==> src/rtl/nrw_pkg.sv <==
package nrw_pkg;
  localparam int SIZE_W = 3;
  localparam int RESP_W = 2;
  typedef logic [SIZE_W-1:0] axsize_t;
endpackage

==> src/rtl/nrw_strb_decode.sv <==
// Matches the byte-enable vector against every aligned, power-of-two lane
// run narrower than the bus and reports the offset and size of the match.
module nrw_strb_decode
  import nrw_pkg::*;
#(
  parameter  int STRB_W = 4,
  localparam int LSB_W  = $clog2(STRB_W),
  localparam int NSLOT  = 2 * STRB_W - 2
) (
  input  logic [STRB_W-1:0] strb,
  output logic [NSLOT-1:0]  slot_hit,
  output logic              narrow,
  output logic [LSB_W-1:0]  offset,
  output axsize_t           nsize
);
  logic [LSB_W-1:0] slot_off [NSLOT];
  axsize_t          slot_sz  [NSLOT];

  for (genvar s = 0; s < LSB_W; s++) begin : g_size
    localparam int LANES = 1 << s;
    localparam int SLOTS = STRB_W >> s;
    localparam int BASE  = 2 * STRB_W - 2 * SLOTS;
    for (genvar k = 0; k < SLOTS; k++) begin : g_slot
      localparam logic [STRB_W-1:0] MASK =
        {{(STRB_W-LANES){1'b0}}, {LANES{1'b1}}} << (k * LANES);
      assign slot_hit[BASE+k] = (strb == MASK);
      assign slot_off[BASE+k] = LSB_W'(k * LANES);
      assign slot_sz[BASE+k]  = axsize_t'(s);
    end
  end

  always_comb begin
    narrow = |slot_hit;
    offset = '0;
    nsize  = '0;
    for (int i = 0; i < NSLOT; i++) begin
      if (slot_hit[i]) begin
        offset = slot_off[i];
        nsize  = slot_sz[i];
      end
    end
  end
endmodule

==> src/rtl/nrw_aw_rewrite.sv <==
// Substitutes the low address bits and the size code when a narrowing
// slot matched; otherwise the address phase passes unchanged.
module nrw_aw_rewrite
  import nrw_pkg::*;
#(
  parameter int ADDR_W = 32,
  parameter int LSB_W  = 2
) (
  input  logic [ADDR_W-1:0] addr_in,
  input  axsize_t           size_in,
  input  logic              narrow,
  input  logic [LSB_W-1:0]  offset,
  input  axsize_t           nsize,
  output logic [ADDR_W-1:0] addr_out,
  output axsize_t           size_out
);
  always_comb begin
    addr_out = addr_in;
    size_out = size_in;
    if (narrow) begin
      addr_out[LSB_W-1:0] = offset;
      size_out            = nsize;
    end
  end
endmodule

==> src/rtl/nrw_chan_pass.sv <==
// Zero-latency forwarding of handshakes, data beat and write response.
module nrw_chan_pass
  import nrw_pkg::*;
#(
  parameter int DATA_W = 32,
  parameter int STRB_W = DATA_W / 8
) (
  input  logic              up_awvalid,
  output logic              up_awready,
  output logic              dn_awvalid,
  input  logic              dn_awready,
  input  logic              up_wvalid,
  output logic              up_wready,
  input  logic [DATA_W-1:0] up_wdata,
  input  logic [STRB_W-1:0] up_wstrb,
  input  logic              up_wlast,
  output logic              dn_wvalid,
  input  logic              dn_wready,
  output logic [DATA_W-1:0] dn_wdata,
  output logic [STRB_W-1:0] dn_wstrb,
  output logic              dn_wlast,
  output logic              up_bvalid,
  input  logic              up_bready,
  output logic [RESP_W-1:0] up_bresp,
  input  logic              dn_bvalid,
  output logic              dn_bready,
  input  logic [RESP_W-1:0] dn_bresp
);
  assign dn_awvalid = up_awvalid;
  assign up_awready = dn_awready;
  assign dn_wvalid  = up_wvalid;
  assign up_wready  = dn_wready;
  assign dn_wdata   = up_wdata;
  assign dn_wstrb   = up_wstrb;
  assign dn_wlast   = up_wlast;
  assign up_bvalid  = dn_bvalid;
  assign dn_bready  = up_bready;
  assign up_bresp   = dn_bresp;
endmodule

==> src/rtl/wstrb_narrow_shim.sv <==
module wstrb_narrow_shim
  import nrw_pkg::*;
#(
  parameter  int ADDR_W = 32,
  parameter  int DATA_W = 32,
  localparam int STRB_W = DATA_W / 8,
  localparam int LSB_W  = $clog2(STRB_W),
  localparam int NSLOT  = 2 * STRB_W - 2
) (
  input  logic              up_awvalid,
  output logic              up_awready,
  input  logic [ADDR_W-1:0] up_awaddr,
  input  logic [2:0]        up_awsize,
  input  logic              up_wvalid,
  output logic              up_wready,
  input  logic [DATA_W-1:0] up_wdata,
  input  logic [STRB_W-1:0] up_wstrb,
  input  logic              up_wlast,
  output logic              up_bvalid,
  input  logic              up_bready,
  output logic [1:0]        up_bresp,
  output logic              dn_awvalid,
  input  logic              dn_awready,
  output logic [ADDR_W-1:0] dn_awaddr,
  output logic [2:0]        dn_awsize,
  output logic              dn_wvalid,
  input  logic              dn_wready,
  output logic [DATA_W-1:0] dn_wdata,
  output logic [STRB_W-1:0] dn_wstrb,
  output logic              dn_wlast,
  input  logic              dn_bvalid,
  output logic              dn_bready,
  input  logic [1:0]        dn_bresp
);
  logic [NSLOT-1:0] slot_hit;
  logic             narrow;
  logic [LSB_W-1:0] offset;
  axsize_t          nsize;

  nrw_strb_decode #(.STRB_W(STRB_W)) u_decode (
    .strb     (up_wstrb),
    .slot_hit (slot_hit),
    .narrow   (narrow),
    .offset   (offset),
    .nsize    (nsize)
  );

  nrw_aw_rewrite #(.ADDR_W(ADDR_W), .LSB_W(LSB_W)) u_rewrite (
    .addr_in  (up_awaddr),
    .size_in  (up_awsize),
    .narrow   (narrow),
    .offset   (offset),
    .nsize    (nsize),
    .addr_out (dn_awaddr),
    .size_out (dn_awsize)
  );

  nrw_chan_pass #(.DATA_W(DATA_W), .STRB_W(STRB_W)) u_pass (
    .up_awvalid (up_awvalid),
    .up_awready (up_awready),
    .dn_awvalid (dn_awvalid),
    .dn_awready (dn_awready),
    .up_wvalid  (up_wvalid),
    .up_wready  (up_wready),
    .up_wdata   (up_wdata),
    .up_wstrb   (up_wstrb),
    .up_wlast   (up_wlast),
    .dn_wvalid  (dn_wvalid),
    .dn_wready  (dn_wready),
    .dn_wdata   (dn_wdata),
    .dn_wstrb   (dn_wstrb),
    .dn_wlast   (dn_wlast),
    .up_bvalid  (up_bvalid),
    .up_bready  (up_bready),
    .up_bresp   (up_bresp),
    .dn_bvalid  (dn_bvalid),
    .dn_bready  (dn_bready),
    .dn_bresp   (dn_bresp)
  );
endmodule

==> config.mk <==
export PLATFORM = sky130hd
export DESIGN_NAME = wstrb_narrow_shim
export DESIGN_NICKNAME = d
export VERILOG_FILES = /design/src/rtl/nrw_pkg.sv /design/src/rtl/nrw_strb_decode.sv /design/src/rtl/nrw_aw_rewrite.sv /design/src/rtl/nrw_chan_pass.sv /design/src/rtl/wstrb_narrow_shim.sv
export SDC_FILE = /design/constraint.sdc
export NUM_CORES = 1
export LEC_CHECK = 0
export CELL_PAD_IN_SITES_DETAIL_PLACEMENT = 0
export CELL_PAD_IN_SITES_GLOBAL_PLACEMENT = 2
export CORE_UTILIZATION = 10
export DETAILED_ROUTE_END_ITERATION = 7
export PLACE_DENSITY = 0.95
export SLEW_MARGIN = 40
export SYNTH_ARGS = -nofsm -noshare
export SYNTH_HDL_FRONTEND = slang
export SYNTH_SLANG_ARGS = --single-unit
==> constraint.sdc <==
create_clock -name vclk -period 0.82
set_input_delay 0.082 -clock vclk [all_inputs]
set_output_delay 0.082 -clock vclk [all_outputs]
set_load 0.02 [all_outputs]
==> results.cfg <==
[status]
status = finished with violations
violations = design-rule violations, negative setup slack

[detailed_routing]
dr.pass1.iters = 8
drc = 12
antenna_left = 0
wl_per_cell_um = 9.00
routed_wirelength_um = 1110
drtIter0Drc = 25
vias = 334
via_per_inst = 2.72

[critical_path]
cp.arrival_ns = 0.97
crit_required_ns = 0.74
start_kind = input port
cp_max_fo = 5
worstSetupPathType = input port to output port
end_kind = output port

[synthesis]
synth.area.top_cells = buf_4 (82%), a221oi_2 (2.2%), and2_1 (1.8%)
yosysTopAreaCellShare_pct = 81.8
synthSimpleGateAreaFrac_pct = 6.00
yosys.cell_types.count = 15
synth_compound_area_share_pct = 8.18
synthesis.nets = 174
synth_fa_ha_area_share_pct = 1.64
synth_top_cell_by_area = buf_4
avgSynthCellArea_um2 = 7.32
yosysWarnings = 0
syn_area_um2 = 688
synth_xor_area_share_pct = 1.27
yosysSeqAreaShare_pct = 0
synthCells = 94
synth.area.mux_share_pct = 0
synth_top_family_by_area = buffers and inverters

[power_and_ir_drop]
p_sw_share_pct = 45.5
power.density_mw_per_mm2 = 534
power_frac_seq_pct = 0
p_clk_share_pct = 0
peakVddDrop_v = 0.0000589
p_leak_nw = 0.192
p_switching_mw = 0.122
combPwrFrac_pct = 100.0
p_int_mw = 0.146

[cells_and_area]
drive_above_1_share_pct = 60.9
antenna_cells = 0
design.seq.count = 0
fin_util_pct = 7.74
multiInputGateArea_um2 = 154
n_clock_buffer = 0
nFillCells = 747
synthToLayoutAreaGrowth_pct = -26.9
nNetsFinal = 128
ff_latch_area_um2 = 0

[worst_hold_path]
hold_class = input port to output port

[global_route]
first_global_vias = 328
antenna_found_initial = 0
grt_pass1_wl_um = 1580
grt_overflow = 0
grt_usage_pct = 2.57
grt_start_max_net_pins = 6

[timing]
min_period_over_period_pct = 128
setup_tns_ns = -0.965
fin_ws_ns = -0.231
worst_slew_pin_slew_ns = 0.220
fin_hold_ws_ns = 0.164
finalMaxSlewViolations = 0
min_period_ns = 1.05
hold_viol = 0
rsz0062_at_grt = true
slew_headroom_pct = 85.3
clock.fmax_mhz = 951
finalSetupViolations = 5

[job]
drv_cap = 0

[placement]
gp_routability_congestion = 0.647
place_hpwl_um = 808
io_buffers = 18

[floorplanning]
fp.dieArea_mm2 = 0.00722
die_w_um = 85.0
core-area_mm2 = 0.00649
die_height_um = 85.0
rows = 29
initial_core_util_pct = 10.6
io_pins = 160
## cells in the final DEF (no fill, tap or decap)
cell type / n
buf_4: 9
dlygate4sd2_1: 5
buf_6: 5
clkdlybuf4s50_1: 3
nor2_2: 2
a21oi_1: 2
inv_1: 2
and2_1: 2
buf_2: 2
clkdlybuf4s15_2: 2
and2_2: 1
o221a_4: 1
a31oi_4: 1
o31ai_2: 1
or2_4: 1
nand2_1: 1
o22ai_1: 1
nor2_1: 1
a221oi_2: 1
xnor2_1: 1
maj3_2: 1
buf_8: 1
## cell usage after synthesis, types with 2 or more instances
cell and n:
buf_4 75, nor2_1 3, a21oi_1 2, and2_1 2, inv_1 2
## critical path, stage by stage
cell and delay (ns):
buf_8 0.11, or2_4 0.25, buf_6 0.11, maj3_2 0.29, buf_6 0.13
## routing by layer
metal  global-route usage, %  share of wire (%)
met3                    1.75                 23
met1                    1.63                 24
met2                    3.81                 42
met5                       0                  0
met4                    4.31                 12
## cell type report
| type | instances | share of cell area (%) |
|---|---|---|
| well taps | 77 | 19.2 |
| inverters | 2 | 1.49 |
| multi-input cells | 17 | 30.6 |
| repair buffers | 27 | 48.8 |
## logic make-up (layout without fill, tap and decap cells)
| kind of cell | Yosys count | in the layout |
|---|---|---|
| buffers and inverters | 77 | 29 |
| adders and majority gates | 1 | 1 |
| AOI/OAI and AO/OA | 7 | 7 |
| and+or+nand+nor | 8 | 8 |
| xor gates and xnor gates | 1 | 1 |
## metrics by stage
stage                     instance area (µm²)  instances  power [mW]  setup slack, ns
after floorplan                           693         94       0.618          0.00273
after global placement                    459        121       0.253            -1.05
after detailed placement                  459        121       0.253            -1.06
after CTS                                 487        122       0.260           -0.244
after global routing                      503        123       0.287           -0.256
final                                     503        123       0.268           -0.231
## worst paths after layout
kind              slack [ns]            end  cells past startpoint           from
setup / recovery       -0.23   dn_awaddr[1]                      5    up_wstrb[3]
hold / removal          0.16  dn_awaddr[29]                      0  up_awaddr[29]
## what timing repair did
item	in CTS	in global routing
endpoints found under the setup margin	9	5
pin swaps	3	4
resized for setup	54	4
hold buffers	0	0
setup buffers	1	1
## power by group through the flow
stage	clock network (mW)	registers (mW)	logic [mW]
2_1_floorplan	0	0	0.618
3_3_place_gp	0	0	0.253
3_5_place_dp	0	0	0.253
4_1_cts	0	0	0.260
5_1_grt	0	0	0.287
6_report	0	0	0.268
Power figures use the tool's default switching activity.
